==> src/rtl/pt_walk_pkg.sv <==
package pt_walk_pkg;

   typedef enum logic [1:0] {
      ET_INVALID = 2'b00,
      ET_PTD     = 2'b01,
      ET_PTE     = 2'b10,
      ET_RSVD    = 2'b11
   } ent_kind_e;

   typedef enum logic [1:0] {
      WS_IDLE  = 2'd0,
      WS_ISSUE = 2'd1,
      WS_WAIT  = 2'd2,
      WS_DONE  = 2'd3
   } walk_state_e;

   localparam int unsigned LVL_W    = 2;
   localparam logic [1:0]  LVL_LAST = 2'd3;
   localparam int unsigned PTR_LSB  = 4;   // descriptor pointer field starts here
   localparam int unsigned PN_LSB   = 8;   // leaf page number field starts here
   localparam int unsigned TBL_SH   = 4;   // shift from entry field to physical address

   typedef struct packed {
      logic leaf;
      logic descend;
      logic fault;
   } ent_verdict_t;

endpackage

==> src/rtl/pt_entry_classify.sv <==
module pt_entry_classify
   import pt_walk_pkg::*;
(
   input  logic [1:0]       kind,
   input  logic [LVL_W-1:0] lvl,
   input  logic             bus_err,
   output ent_verdict_t     verdict
);

   always_comb begin
      verdict = '0;
      if (bus_err) begin
         verdict.fault = 1'b1;
      end else begin
         unique case (ent_kind_e'(kind))
            ET_PTE:  verdict.leaf = 1'b1;
            ET_PTD: begin
               if (lvl == LVL_LAST) verdict.fault   = 1'b1;
               else                 verdict.descend = 1'b1;
            end
            default: verdict.fault = 1'b1;
         endcase
      end
   end

endmodule

==> src/rtl/pt_next_addr.sv <==
module pt_next_addr
   import pt_walk_pkg::*;
#(
   parameter int unsigned VA_W   = 32,
   parameter int unsigned ENT_W  = 32,
   parameter int unsigned PA_W   = 36,
   parameter int unsigned OFF_W  = 12,
   parameter int unsigned IDX1_W = 8,
   parameter int unsigned IDX2_W = 6,
   parameter int unsigned IDX3_W = 6
) (
   input  logic [ENT_W-1:0] entry,
   input  logic [VA_W-1:0]  va,
   input  logic [LVL_W-1:0] tgt_lvl,
   output logic [PA_W-1:0]  addr
);

   localparam int unsigned SH3 = OFF_W;
   localparam int unsigned SH2 = SH3 + IDX3_W;
   localparam int unsigned SH1 = SH2 + IDX2_W;
   localparam logic [ENT_W-1:0] PTR_MASK = ~((ENT_W'(1) << PTR_LSB) - ENT_W'(1));
   localparam logic [PA_W-1:0]  M1 = (PA_W'(1) << IDX1_W) - PA_W'(1);
   localparam logic [PA_W-1:0]  M2 = (PA_W'(1) << IDX2_W) - PA_W'(1);
   localparam logic [PA_W-1:0]  M3 = (PA_W'(1) << IDX3_W) - PA_W'(1);

   logic [PA_W-1:0] tbl_base;
   logic [PA_W-1:0] va_ext;
   logic [PA_W-1:0] idx_ext;

   assign tbl_base = PA_W'(entry & PTR_MASK) << TBL_SH;
   assign va_ext   = PA_W'(va);

   always_comb begin
      unique case (tgt_lvl)
         2'd1:    idx_ext = (va_ext >> SH1) & M1;
         2'd2:    idx_ext = (va_ext >> SH2) & M2;
         default: idx_ext = (va_ext >> SH3) & M3;
      endcase
   end

   assign addr = tbl_base + (idx_ext << 2);

endmodule

==> src/rtl/pt_pa_compose.sv <==
module pt_pa_compose
   import pt_walk_pkg::*;
#(
   parameter int unsigned VA_W   = 32,
   parameter int unsigned ENT_W  = 32,
   parameter int unsigned PA_W   = 36,
   parameter int unsigned OFF_W  = 12,
   parameter int unsigned IDX2_W = 6,
   parameter int unsigned IDX3_W = 6
) (
   input  logic [ENT_W-1:0] entry,
   input  logic [VA_W-1:0]  va,
   input  logic [LVL_W-1:0] lvl,
   output logic [PA_W-1:0]  pa,
   output logic [ENT_W-1:0] page_base
);

   localparam int unsigned N_LVL = 1 << LVL_W;
   localparam int unsigned SH3   = OFF_W;
   localparam int unsigned SH2   = SH3 + IDX3_W;
   localparam int unsigned SH1   = SH2 + IDX2_W;
   localparam int unsigned KEEP_W [N_LVL] = '{VA_W, SH1, SH2, SH3};
   localparam logic [ENT_W-1:0] PN_MASK = ~((ENT_W'(1) << PN_LSB) - ENT_W'(1));

   logic [PA_W-1:0] page_pa;
   logic [PA_W-1:0] cand [N_LVL];

   assign page_base = entry & PN_MASK;
   assign page_pa   = PA_W'(page_base) << TBL_SH;

   for (genvar g = 0; g < N_LVL; g++) begin : g_lvl
      if (g == 0) begin : g_ctx
         assign cand[g] = PA_W'(va);
      end else begin : g_tbl
         localparam logic [PA_W-1:0] KEEP_M = (PA_W'(1) << KEEP_W[g]) - PA_W'(1);
         assign cand[g] = page_pa | (PA_W'(va) & KEEP_M);
      end
   end

   assign pa = cand[lvl];

endmodule

==> src/rtl/pt_walker.sv <==
module pt_walker
   import pt_walk_pkg::*;
#(
   parameter int unsigned VA_W   = 32,
   parameter int unsigned PA_W   = 36,
   parameter int unsigned ENT_W  = 32,
   parameter int unsigned CTX_W  = 8,
   parameter int unsigned OFF_W  = 12,
   parameter int unsigned IDX1_W = 8,
   parameter int unsigned IDX2_W = 6,
   parameter int unsigned IDX3_W = 6
) (
   input  logic              clk,
   input  logic              rst_n,
   input  logic              req_valid,
   output logic              req_ready,
   input  logic [VA_W-1:0]   req_vaddr,
   input  logic [CTX_W-1:0]  req_ctx,
   input  logic [PA_W-1:0]   req_tbl_base,
   output logic              mem_rd_valid,
   input  logic              mem_rd_ready,
   output logic [PA_W-1:0]   mem_rd_addr,
   input  logic              mem_rsp_valid,
   input  logic [ENT_W-1:0]  mem_rsp_data,
   input  logic              mem_rsp_err,
   output logic              walk_done,
   output logic              walk_hit,
   output logic              walk_fault,
   output logic [LVL_W-1:0]  walk_level,
   output logic [PA_W-1:0]   walk_pa,
   output logic [ENT_W-1:0]  walk_leaf,
   output logic [ENT_W-1:0]  walk_page_base
);

   if (VA_W != OFF_W + IDX1_W + IDX2_W + IDX3_W) begin : g_bad_split
      $error("pt_walker: offset and index widths must sum to VA_W");
   end
   if (PA_W != ENT_W + TBL_SH) begin : g_bad_pa
      $error("pt_walker: PA_W must equal ENT_W + TBL_SH");
   end
   if (CTX_W + 2 > PA_W) begin : g_bad_ctx
      $error("pt_walker: context number too wide for the address");
   end
   if (ENT_W <= PN_LSB) begin : g_bad_ent
      $error("pt_walker: entry too narrow for a page number");
   end

   walk_state_e       state_q;
   logic [LVL_W-1:0]  lvl_q;
   logic [PA_W-1:0]   addr_q;
   logic [VA_W-1:0]   va_q;
   logic              hit_q, fault_q;
   logic [PA_W-1:0]   pa_q;
   logic [ENT_W-1:0]  leaf_q, base_q;

   ent_verdict_t      verdict;
   logic [PA_W-1:0]   nxt_addr;
   logic [PA_W-1:0]   cmp_pa;
   logic [ENT_W-1:0]  cmp_base;
   logic [LVL_W-1:0]  lvl_inc;

   assign lvl_inc = lvl_q + LVL_W'(1);

   pt_entry_classify u_classify (
      .kind    (mem_rsp_data[1:0]),
      .lvl     (lvl_q),
      .bus_err (mem_rsp_err),
      .verdict (verdict)
   );

   pt_next_addr #(
      .VA_W (VA_W), .ENT_W (ENT_W), .PA_W (PA_W), .OFF_W (OFF_W),
      .IDX1_W (IDX1_W), .IDX2_W (IDX2_W), .IDX3_W (IDX3_W)
   ) u_next (
      .entry   (mem_rsp_data),
      .va      (va_q),
      .tgt_lvl (lvl_inc),
      .addr    (nxt_addr)
   );

   pt_pa_compose #(
      .VA_W (VA_W), .ENT_W (ENT_W), .PA_W (PA_W), .OFF_W (OFF_W),
      .IDX2_W (IDX2_W), .IDX3_W (IDX3_W)
   ) u_compose (
      .entry     (mem_rsp_data),
      .va        (va_q),
      .lvl       (lvl_q),
      .pa        (cmp_pa),
      .page_base (cmp_base)
   );

   always_ff @(posedge clk) begin
      if (!rst_n) begin
         state_q <= WS_IDLE;
         lvl_q   <= '0;
         addr_q  <= '0;
         va_q    <= '0;
         hit_q   <= 1'b0;
         fault_q <= 1'b0;
         pa_q    <= '0;
         leaf_q  <= '0;
         base_q  <= '0;
      end else begin
         unique case (state_q)
            WS_IDLE: begin
               if (req_valid) begin
                  va_q    <= req_vaddr;
                  lvl_q   <= '0;
                  hit_q   <= 1'b0;
                  fault_q <= 1'b0;
                  pa_q    <= '0;
                  leaf_q  <= '0;
                  base_q  <= '0;
                  if (req_tbl_base == '0) begin
                     fault_q <= 1'b1;
                     state_q <= WS_DONE;
                  end else begin
                     addr_q  <= req_tbl_base + (PA_W'(req_ctx) << 2);
                     state_q <= WS_ISSUE;
                  end
               end
            end
            WS_ISSUE: begin
               if (mem_rd_ready) state_q <= WS_WAIT;
            end
            WS_WAIT: begin
               if (mem_rsp_valid) begin
                  if (verdict.leaf) begin
                     hit_q   <= 1'b1;
                     leaf_q  <= mem_rsp_data;
                     pa_q    <= cmp_pa;
                     base_q  <= cmp_base;
                     state_q <= WS_DONE;
                  end else if (verdict.descend) begin
                     addr_q  <= nxt_addr;
                     lvl_q   <= lvl_inc;
                     state_q <= WS_ISSUE;
                  end else begin
                     fault_q <= 1'b1;
                     state_q <= WS_DONE;
                  end
               end
            end
            default: state_q <= WS_IDLE;
         endcase
      end
   end

   assign req_ready      = (state_q == WS_IDLE);
   assign mem_rd_valid   = (state_q == WS_ISSUE);
   assign mem_rd_addr    = addr_q;
   assign walk_done      = (state_q == WS_DONE);
   assign walk_hit       = hit_q;
   assign walk_fault     = fault_q;
   assign walk_level     = lvl_q;
   assign walk_pa        = pa_q;
   assign walk_leaf      = leaf_q;
   assign walk_page_base = base_q;

endmodule

==> config.mk <==
export PLATFORM = sky130hd
export DESIGN_NAME = pt_walker
export DESIGN_NICKNAME = d
export VERILOG_FILES = /design/src/rtl/pt_walk_pkg.sv /design/src/rtl/pt_entry_classify.sv /design/src/rtl/pt_next_addr.sv /design/src/rtl/pt_pa_compose.sv /design/src/rtl/pt_walker.sv
export SDC_FILE = /design/constraint.sdc
export NUM_CORES = 1
export LEC_CHECK = 0
export BUFFER_PORTS_ARGS = -buffer_cell sky130_fd_sc_hd__buf_2
export CAP_MARGIN = 20
export CORE_MARGIN = 1
export CORE_UTILIZATION = 58
export CTS_CLUSTER_DIAMETER = 40
export CTS_CLUSTER_SIZE = 30
export DETAILED_ROUTE_END_ITERATION = 8
export PLACE_DENSITY = 0.95
export RECOVER_POWER = 25
export SYNTH_ARGS = -nofsm -noshare
export SYNTH_HDL_FRONTEND = slang
export SYNTH_HIERARCHICAL = 1
export SYNTH_SLANG_ARGS = --single-unit
==> constraint.sdc <==
create_clock -name clk -period 7.96 [get_ports clk]
set_clock_uncertainty 0.2 [all_clocks]
set_input_delay 0.398 -clock clk [delete_from_list [all_inputs] [get_ports clk]]
set_output_delay 0.398 -clock clk [all_outputs]
set_load 0.1 [all_outputs]
Word level (Yosys, flattened, before mapping)
Cells that the tools add are included.

word-level totals
  bits in registers = 174
  input bits = 114
  output and inout port bits = 143
  word-level logic and storage cells = 89

operators by class
  $add $sub $neg = 3
  $lt $le $gt $ge = 1
  equal/unequal tests = 16
  mux-type cells = 47
  bitwise logic cells = 4
  reduce and logical (&&, ||, !) cells = 9

operator list
  operator            count
  $mux 36             10
  $mux 32             5
  $pmux 36 s2         2
  $pmux 32 s2         2
  $bmux 36 s2         1
  $add 36x10->36      1
  $add 36x36->36      1
  $logic_not 36->1    1
  $or 36x12->36       1
  $or 36x18->36       1
  $or 36x24->36       1
  $mux 2              11
  $pmux 8 s2          1
  $mux 1              11
  $eq 2x2->1 const B  5
  $ne 2x2->1 const B  5
  $reduce_and 5->1    2
  $eq 2x1->1 const B  3
  $ne 2x1->1 const B  3
  $pmux 2 s3          1
  $reduce_and 6->1    1
  $pmux 1 s2          2
  $pmux 2 s2          1
  $reduce_and 4->1    1
  7 further kinds     7

Longest topological paths before layout
Gate-level depths: netlist of run 1.

  depth after elaboration = 8
  gate-level depth with buffers = 17
  depth with buffers taken out = 15

By module
Netlist of run 1, hierarchy kept.

by module, submodules not included
  module             instances  cells each  area an instance (um^2)  seq. area each (um^2)
  pt_walker          1          973         8,179.1                  3,483.3
  pt_next_addr       1          111         759.5                    0.0
  pt_pa_compose      1          81          650.6                    0.0
  pt_entry_classify  1          5           32.5                     0.0

Worst setup path after synthesis of run 1
No wires, ideal clock.

  path type = register to register
  start point = register lvl_q[0], in the netlist walk_level[0]
  end point = register addr_q[22], in the netlist mem_rd_addr[22]
  setup time = 0.124 ns
  arrival = 3.714 ns
  data required time = 7.636 ns
  setup slack = 3.922 ns
  stages on the path, launching flop included = 18
  buffers on the path = 2
  period minus slack after synthesis = 4.038 ns
  cells stage by stage = dfxtp_1 xor2_1 inv_1 ha_1 clkbuf_1 and2_1 ha_1 inv_1 fa_1 and4b_4 and3_1 buf_4 and3_4 xor2_2 nand2_1 o21ai_0 nor3_1 o22ai_2

between the ends
  cells in the longest elaborated chain, start to end = 8
  elaborated cells on any way between the ends = 15
  classes of those cells = 2 x add/sub; 4 x eq/ne; 8 x mux; 1 x reduce/logical

RTL lines
  what                                             line                source
  start, declared                                  pt_walker.sv:49     logic [LVL_W-1:0] lvl_q;
  start signal, assigned                           pt_walker.sv:136    lvl_q <= lvl_inc;
  $add 2x1->2 *                                    pt_walker.sv:62     assign lvl_inc = lvl_q + LVL_W'(1);
  named net lvl_inc[1]                             pt_walker.sv:60     logic [LVL_W-1:0] lvl_inc;
  $eq 2x2->1 / $eq 2x1->1 (equally long branches)  pt_next_addr.sv:34  unique case (tgt_lvl)
  $pmux 8 s2 *                                     pt_next_addr.sv:34
  $add 36x36->36 *                                 pt_next_addr.sv:41  assign addr = tbl_base + (idx_ext << 2);
  named net nxt_addr[22]                           pt_walker.sv:57     logic [PA_W-1:0] nxt_addr;
  $mux 36 *                                        pt_walker.sv:134    end else if (verdict.descend) begin
  $mux 36 *                                        pt_walker.sv:128    if (verdict.leaf) begin
  $mux 36 *                                        pt_walker.sv:127    if (mem_rsp_valid) begin
  $pmux 36 s2 *                                    pt_walker.sv:104    unique case (state_q)
  end signal, assigned                             pt_walker.sv:118    addr_q <= req_tbl_base + (PA_W'(req_ctx) << 2);
  end signal, assigned                             pt_walker.sv:135    addr_q <= nxt_addr;
  end, declared                                    pt_walker.sv:50     logic [PA_W-1:0] addr_q;

Mark *: on every way through the listed nets, which the timed path passes. The rest lies on a longest branch. The select of a mux whose other input is x is not followed.
A chain may end at the register's enable or synchronous reset.

Worst setup path in the final report of run 1
Same ends and word-level chain as after synthesis.

==> results of run 1 <==
## per-stage QoR
| stage | cells | instance area, um^2 |
|---|---|---|
| after floorplan | 1177 | 9650 |
| after global placement | 1515 | 10500 |
| after detailed placement | 1515 | 10500 |
| after CTS | 1548 | 11100 |
| after global routing | 1549 | 11000 |
| final | 1550 | 11000 |
## area by class of cell
type,count,share of cell area
Antenna cell,1,0.000227
Clock buffer,18,0.0398
Sequential cell,174,0.316
Timing Repair Buffer,266,0.116
Inverter,8,0.00272
Tap cell,216,0.0245
Multi-Input combinational cell,853,0.486
Clock inverter,14,0.0143
## power by group through the flow
stage,combinational [mW],clock (mW),sequential [mW]
after global routing,0.725,0.887,0.961
after floorplan,0.306,0,1.21
after detailed placement,0.679,0,0.974
final,0.691,0.840,0.956
after CTS,0.684,0.846,0.954
after global placement,0.671,0,0.972
## how the worst max path moves through the flow
stage	cells past startpoint	start	end	slack (ns)
floorplan	17	walk_level[0]	mem_rd_addr[22]	3.92
global placement	15	walk_level[0]	mem_rd_addr[22]	4.51
detailed placement	15	walk_level[1]	mem_rd_addr[22]	4.40
CTS	15	walk_level[1]	mem_rd_addr[22]	4.38
global route	15	walk_level[0]	mem_rd_addr[22]	4.09
finish	15	walk_level[0]	mem_rd_addr[22]	4.33
## metal layers
layer,vias up,routed length (um),global-route usage
met5,-,13,0
met4,2,1020,0.137
met3,75,2910,0.0953
met2,527,13600,0.538
met1,4437,11800,0.428
li1,4388,-,-
## sequential cells by signal (all words and copies together), names as in the netlist, 2 cells and up
name            flops
mem_rd_addr        36
state_q             2
va_q               32
walk_leaf          32
walk_level          2
walk_pa            36
walk_page_base     32
## worst register-to-register path, stage by stage (launching register included)
cell and delay [ns]:
sky130_fd_sc_hd__dfxtp_1 0.57, sky130_fd_sc_hd__xor2_1 0.15, sky130_fd_sc_hd__inv_1 0.08, sky130_fd_sc_hd__ha_1 0.30
sky130_fd_sc_hd__and2_1 0.18, sky130_fd_sc_hd__ha_1 0.16, sky130_fd_sc_hd__inv_1 0.06, sky130_fd_sc_hd__fa_1 0.42
sky130_fd_sc_hd__and4b_4 0.38, sky130_fd_sc_hd__and3_1 0.29, sky130_fd_sc_hd__and3_4 0.23, sky130_fd_sc_hd__xor2_2 0.05
sky130_fd_sc_hd__nand2_1 0.06, sky130_fd_sc_hd__o21ai_0 0.08, sky130_fd_sc_hd__nor3_1 0.19, sky130_fd_sc_hd__o22ai_2 0.09
## timing repair
action                                  CTS  global route
endpoints found under the hold margin     1             0
endpoints found under the setup margin    0             0
hold buffers                              1             0
==> flow_metrics.py, run 1 <==
metrics = {
    "placement": {
        "detailedPlace.worstSlack_ns": 4.40,
        "place.gp.congestion": 0.952,
        "io_buffer_count": 256,
        "place_hpwl_um": 20000,
    },
    "floorplanning": {
        "start_util": 0.599,
        "placeableCoreArea_um2": 16100,
        "die_area_um2": 17100,
        "i_o_pin_cnt": 257,
        "num_rows": 46,
        "height_of_the_chip_um": 131,
        "chipWidth_um": 131,
    },
    "critical_path": {
        "cp_data_required_time_ns": 8.05,
        "end_of_the_worst_register_to_register_path": "mem_rd_addr[22]",
        "critPathMaxFanout": 14,
        "timing.critical_path.max_delay_family": "simple AND/OR/NAND/NOR gates",
        "slowest_stage": "sky130_fd_sc_hd__dfxtp_1",
        "cpPeakStageDelay_ns": 0.57,
        "timing.critical_path.buf_inv": 2,
        "timing.reg2reg.worst_path_depth": 15,
        "setup.worst_path.class": "reg -> reg",
        "worst_setup_path_end_kind": "flop",
        "crit_arrival_ns": 3.72,
        "worstSetupStartpointType": "flop",
        "reg2reg_from": "walk_level[0]",
        "cp_cell_sequence": "xor2_1, inv_1, ha_1, and2_1, ha_1, inv_1, fa_1, and4b_4, and3_1, and3_4, xor2_2, nand2_1, o21ai_0, nor3_1, o22ai_2",
        "r2r_setup_slack_ns": 4.33,
    },
    "clock_tree": {
        "root_buffer": "sky130_fd_sc_hd__clkbuf_16",
        "numCtsBuffers": 17,
        "cts.sink_count": 174,
        "postCtsResizedCells": 0,
        "tritoncts_clock_tree": "done",
        "clockBufferDepth": 2,
        "postCtsSetupRepairBufs": 0,
        "worst_setup_hold_path_clk_slew_ns": 0.07,
        "clock_latency_ns": 0.43,
        "clock_tree.htree_level_count": 4,
    },
    "min_path": {
        "hold-path-cell-count": 3,
        "worst_hold_path.endpoint": "va_q[1]",
        "timing.hold.worst.class": "in -> reg",
        "hold_path.startpoint": "req_vaddr[1]",
    },
    "layout": {
        "multi_input_area_um2": 5370,
        "fill_cells": 1308,
        "sequential_cell_area_um2": 3490,
        "nNetsFinal": 1448,
        "layout_cells_sized_above_1": 0.195,
        "mostFrequentLayoutCells": "236 x sky130_fd_sc_hd__nand2_1, 176 x sky130_fd_sc_hd__buf_2, 173 x sky130_fd_sc_hd__dfxtp_1",
        "mostFrequentLayoutCell": "sky130_fd_sc_hd__nand2_1",
        "area.growth.synth_to_final_pct": 14.8,
        "post-route-util": 0.687,
    },
    "synth": {
        "netlist_area_um2": 9620,
        "yosysWarnings": 6,
        "synth_area_per_cell_um2": 8.23,
        "post_synth_inst_count": 1169,
    },
    "detailed_routing": {
        "dr_total_vias": 9429,
        "drcViolationCount": 0,
        "dr_pass1_iterations": 5,
        "vias_per_cell": 6.08,
        "routed_wirelength_um": 29300,
        "detailedRoute.firstIterationViolations": 874,
        "antenna_violating_nets_post_route": 0,
        "wl_per_cell_um": 18.9,
    },
    "timing": {
        "maxClockFrequency_ghz": 0.276,
        "worstMarginPinSlew_ns": 1.24,
        "timing.slew.headroom": 0.179,
        "report.final.hold_viol_count": 0,
        "finalCritPeriodShare": 0.456,
        "setup_viol": 0,
        "fin_worst_hold_slack_ns": 0.0160,
        "layout_min_cycle_time_ns": 3.63,
        "fin_ws_ns": 4.33,
        "tns_ns": 0,
        "grt_setup_unrepaired": "false",
        "maxSlewViolCount": 0,
    },
    "pwr": {
        "worst_ir_drop_vdd_uv": 163,
        "power_per_cell_area_nw_per_um2": 225,
        "leakage_nw": 4.21,
        "share_seq_of_total_power": 0.384,
        "switching_share": 0.378,
        "netSwitchingPower_uw": 939,
        "totalPowerFinal_mw": 2.49,
        "pwr-share-clk": 0.338,
        "power.internal_mw": 1.55,
        "combinationalPowerShare": 0.278,
    },
    "grt": {
        "grt_util_all_layers": 0.337,
        "vias_in_the_first_global_route": 8198,
        "antenna_found_initial": 2,
        "grt_max_degree": 115,
        "grt_overflow_total": 0,
        "first_pass_grt_wire_length_um": 44000,
    },
    "run": {
        "cap_viol_max_count": 0,
    },
    "outcome": {
        "outcome": "complete, no violations",
    },
}
Power figures use the tool's default switching activity.
==> inputs of run 2 (changes only) <==
Settings changed: CORE_UTILIZATION 58 to 54, PLACE_DENSITY 0.95 to 0.91.
Clock period 7.96 ns to 3.45 ns, I/O delays scaled along.
==> run 2 against run 1 <==
  * Non-clock buffer count is 95 higher
  * Global-route usage increased by 2.0 points
  * Count of clock-buffer cells in the layout up 4
  * Critical path depth unchanged
  * Utilization grew 0.57 points
  * Fmax increased by 9.6%
  * Largest power group unchanged
  * Clock power up 130%
  * Power is 140% higher
  * First-iteration DRC count up 11%
  * Via count rose by 7.8%
  * Flip-flop and latch count is the same
==> flow_metrics.py, run 2 (synthesis results as in run 1) <==
metrics = {
    "timing": {
        "setup_viol": 0,
        "timing.slew.headroom": 0.177,
        "layout_min_cycle_time_ns": 3.31,
        "maxClockFrequency_ghz": 0.302,
        "tns_ns": 0,
        "maxSlewViolCount": 0,
        "report.final.hold_viol_count": 0,
        "finalCritPeriodShare": 0.959,
        "worstMarginPinSlew_ns": 1.24,
        "grt_setup_unrepaired": "false",
    },
    "critical_path": {
        "worstSetupEndpoint": "mem_rd_addr[22]",
        "critPathMaxFanout": 14,
        "r2r_setup_slack_ns": 0.14,
        "worst_setup_path_end_kind": "flop",
        "slowest_stage": "sky130_fd_sc_hd__fa_1",
        "timing.reg2reg.worst_path_depth": 15,
        "end_of_the_worst_register_to_register_path": "mem_rd_addr[22]",
        "critical_path.startpoint": "walk_level[1]",
        "reg2reg_from": "walk_level[1]",
        "cp_cell_sequence": "xor2_1, inv_1, ha_1, and2_1, ha_1, inv_1, fa_1, and4b_4, and3_1, and3_4, xor2_2, nand2_1, o21ai_0, nor3_1, o22ai_2",
        "cp_data_required_time_ns": 3.56,
        "setup.worst_path.class": "reg -> reg",
        "cpPeakStageDelay_ns": 0.42,
        "worstSetupStartpointType": "flop",
        "crit_arrival_ns": 3.42,
    },
    "placement": {
        "place_hpwl_um": 21800,
        "place.detailed.instances": 1538,
        "place.gp.congestion": 0.941,
        "io_buffer_count": 256,
    },
    "detailed_routing": {
        "wl_per_cell_um": 19.9,
        "dr_total_vias": 10169,
        "antenna_violating_nets_post_route": 0,
        "vias_per_cell": 6.15,
        "detailedRoute.firstIterationViolations": 967,
        "dr_pass1_iterations": 6,
        "routed_wirelength_um": 33000,
        "drcViolationCount": 0,
    },
    "outcome": {
        "outcome": "complete, no violations",
    },
    "grt": {
        "first_pass_grt_wire_length_um": 50500,
        "busiest_layer": "met2",
        "grt_max_degree": 97,
        "use_met2": 0.559,
        "vias_in_the_first_global_route": 9413,
        "grt_overflow_total": 0,
        "grt_util_all_layers": 0.356,
        "antenna_found_initial": 0,
        "fraction_of_met3_tracks_used_by_global_routing": 0.0935,
        "grt_util_met1": 0.448,
    },
    "layout": {
        "post-route-util": 0.693,
        "antenna_cells": 0,
        "layout_cells_sized_above_1": 0.193,
        "mostFrequentLayoutCell": "sky130_fd_sc_hd__nand2_1",
        "nNetsFinal": 1543,
        "mostFrequentLayoutCells": "236 x sky130_fd_sc_hd__nand2_1, 176 x sky130_fd_sc_hd__buf_2, 171 x sky130_fd_sc_hd__dfxtp_1",
        "area.growth.synth_to_final_pct": 25.1,
        "finalNonFillerCells": 1653,
    },
    "min_path": {
        "timing.hold.worst.class": "in -> reg",
        "hold-path-cell-count": 3,
    },
    "clock_tree": {
        "root_buffer": "sky130_fd_sc_hd__clkbuf_16",
        "clock_latency_ns": 0.43,
        "postCtsResizedCells": 0,
        "numCtsBuffers": 17,
        "worst_setup_hold_path_clk_slew_ns": 0.06,
        "clockBufferDepth": 2,
        "tritoncts_clock_tree": "done",
        "clock_tree.htree_level_count": 4,
        "cts.sink_count": 174,
    },
    "run": {
        "cap_viol_max_count": 0,
    },
    "floorplanning": {
        "i_o_pin_cnt": 257,
        "start_util": 0.554,
        "height_of_the_chip_um": 135,
        "num_rows": 48,
        "placeableCoreArea_um2": 17400,
        "die_area_um2": 18300,
        "chipWidth_um": 135,
    },
    "pwr": {
        "worst_ir_drop_vdd_uv": 395,
        "power_per_cell_area_nw_per_um2": 488,
        "leakage_nw": 4.63,
    },
}
==> run 2: stage by stage <==
step,power [mW],hold slack (ns),area (um^2),setup WS (ns)
final,5.87,0.0368,12000,0.141
after global routing,6.05,0.0323,12000,0.0271
after CTS,5.85,0.00376,12100,0.204
after detailed placement,3.89,0.230,10700,0.212
after global placement,3.87,0.222,10700,0.322
after floorplan,3.49,0.0863,9650,0.0389
==> run 2: timing repair <==
item,in CTS,in global routing
hold buffers,81,1
setup endpoints to repair,0,0
hold endpoints to repair,106,1
setup buffers,0,0
==> run 2: critical path, delay by kind of cell, from the launching register on <==
kind	cells	cell delay [ns]
DFF	1	0.39
xor gates and xnor gates	2	0.25
buffers and inverters	2	0.12
adders and majority gates	3	0.72
and+or+nand+nor	6	1.34
AOI/OAI and AO/OA	2	0.18
==> run 2: worst min path at each step <==
| stage | start | endpoint | slack, ns |
|---|---|---|---|
| floorplan | mem_rsp_valid | state_q[1] | 0.09 |
| global placement | req_vaddr[11] | va_q[11] | 0.22 |
| detailed placement | req_vaddr[2] | va_q[2] | 0.23 |
| CTS | req_tbl_base[10] | mem_rd_addr[10] | 0.004 |
| global route | req_tbl_base[33] | mem_rd_addr[33] | 0.03 |
| finish | req_tbl_base[23] | mem_rd_addr[23] | 0.04 |
==> run 2: area by class of cell <==
type | instances | area (um^2)
Clock buffer | 22 | 484
Clock inverter | 10 | 105
Multi-Input combinational cell | 853 | 5370
Tap cell | 225 | 282
Sequential cell | 174 | 3490
Fill cell | 1358 | 5330
Timing Repair Buffer | 361 | 2270
Inverter | 8 | 30.0
==> run 2: power breakdown <==
part           internal (mW)  leakage [nW]  switching (mW)
Sequential              2.12          1.42          0.0962
Clock                   1.08         0.285           0.835
Combinational          0.452          2.93            1.29
Total                   3.66          4.63            2.22
==> run 2: metal layers <==
layer / up-vias / wire length, um
met5: - / 0
met4: 0 / 1530
met3: 124 / 3490
met2: 704 / 14800
met1: 4756 / 13100
li1: 4585 / -
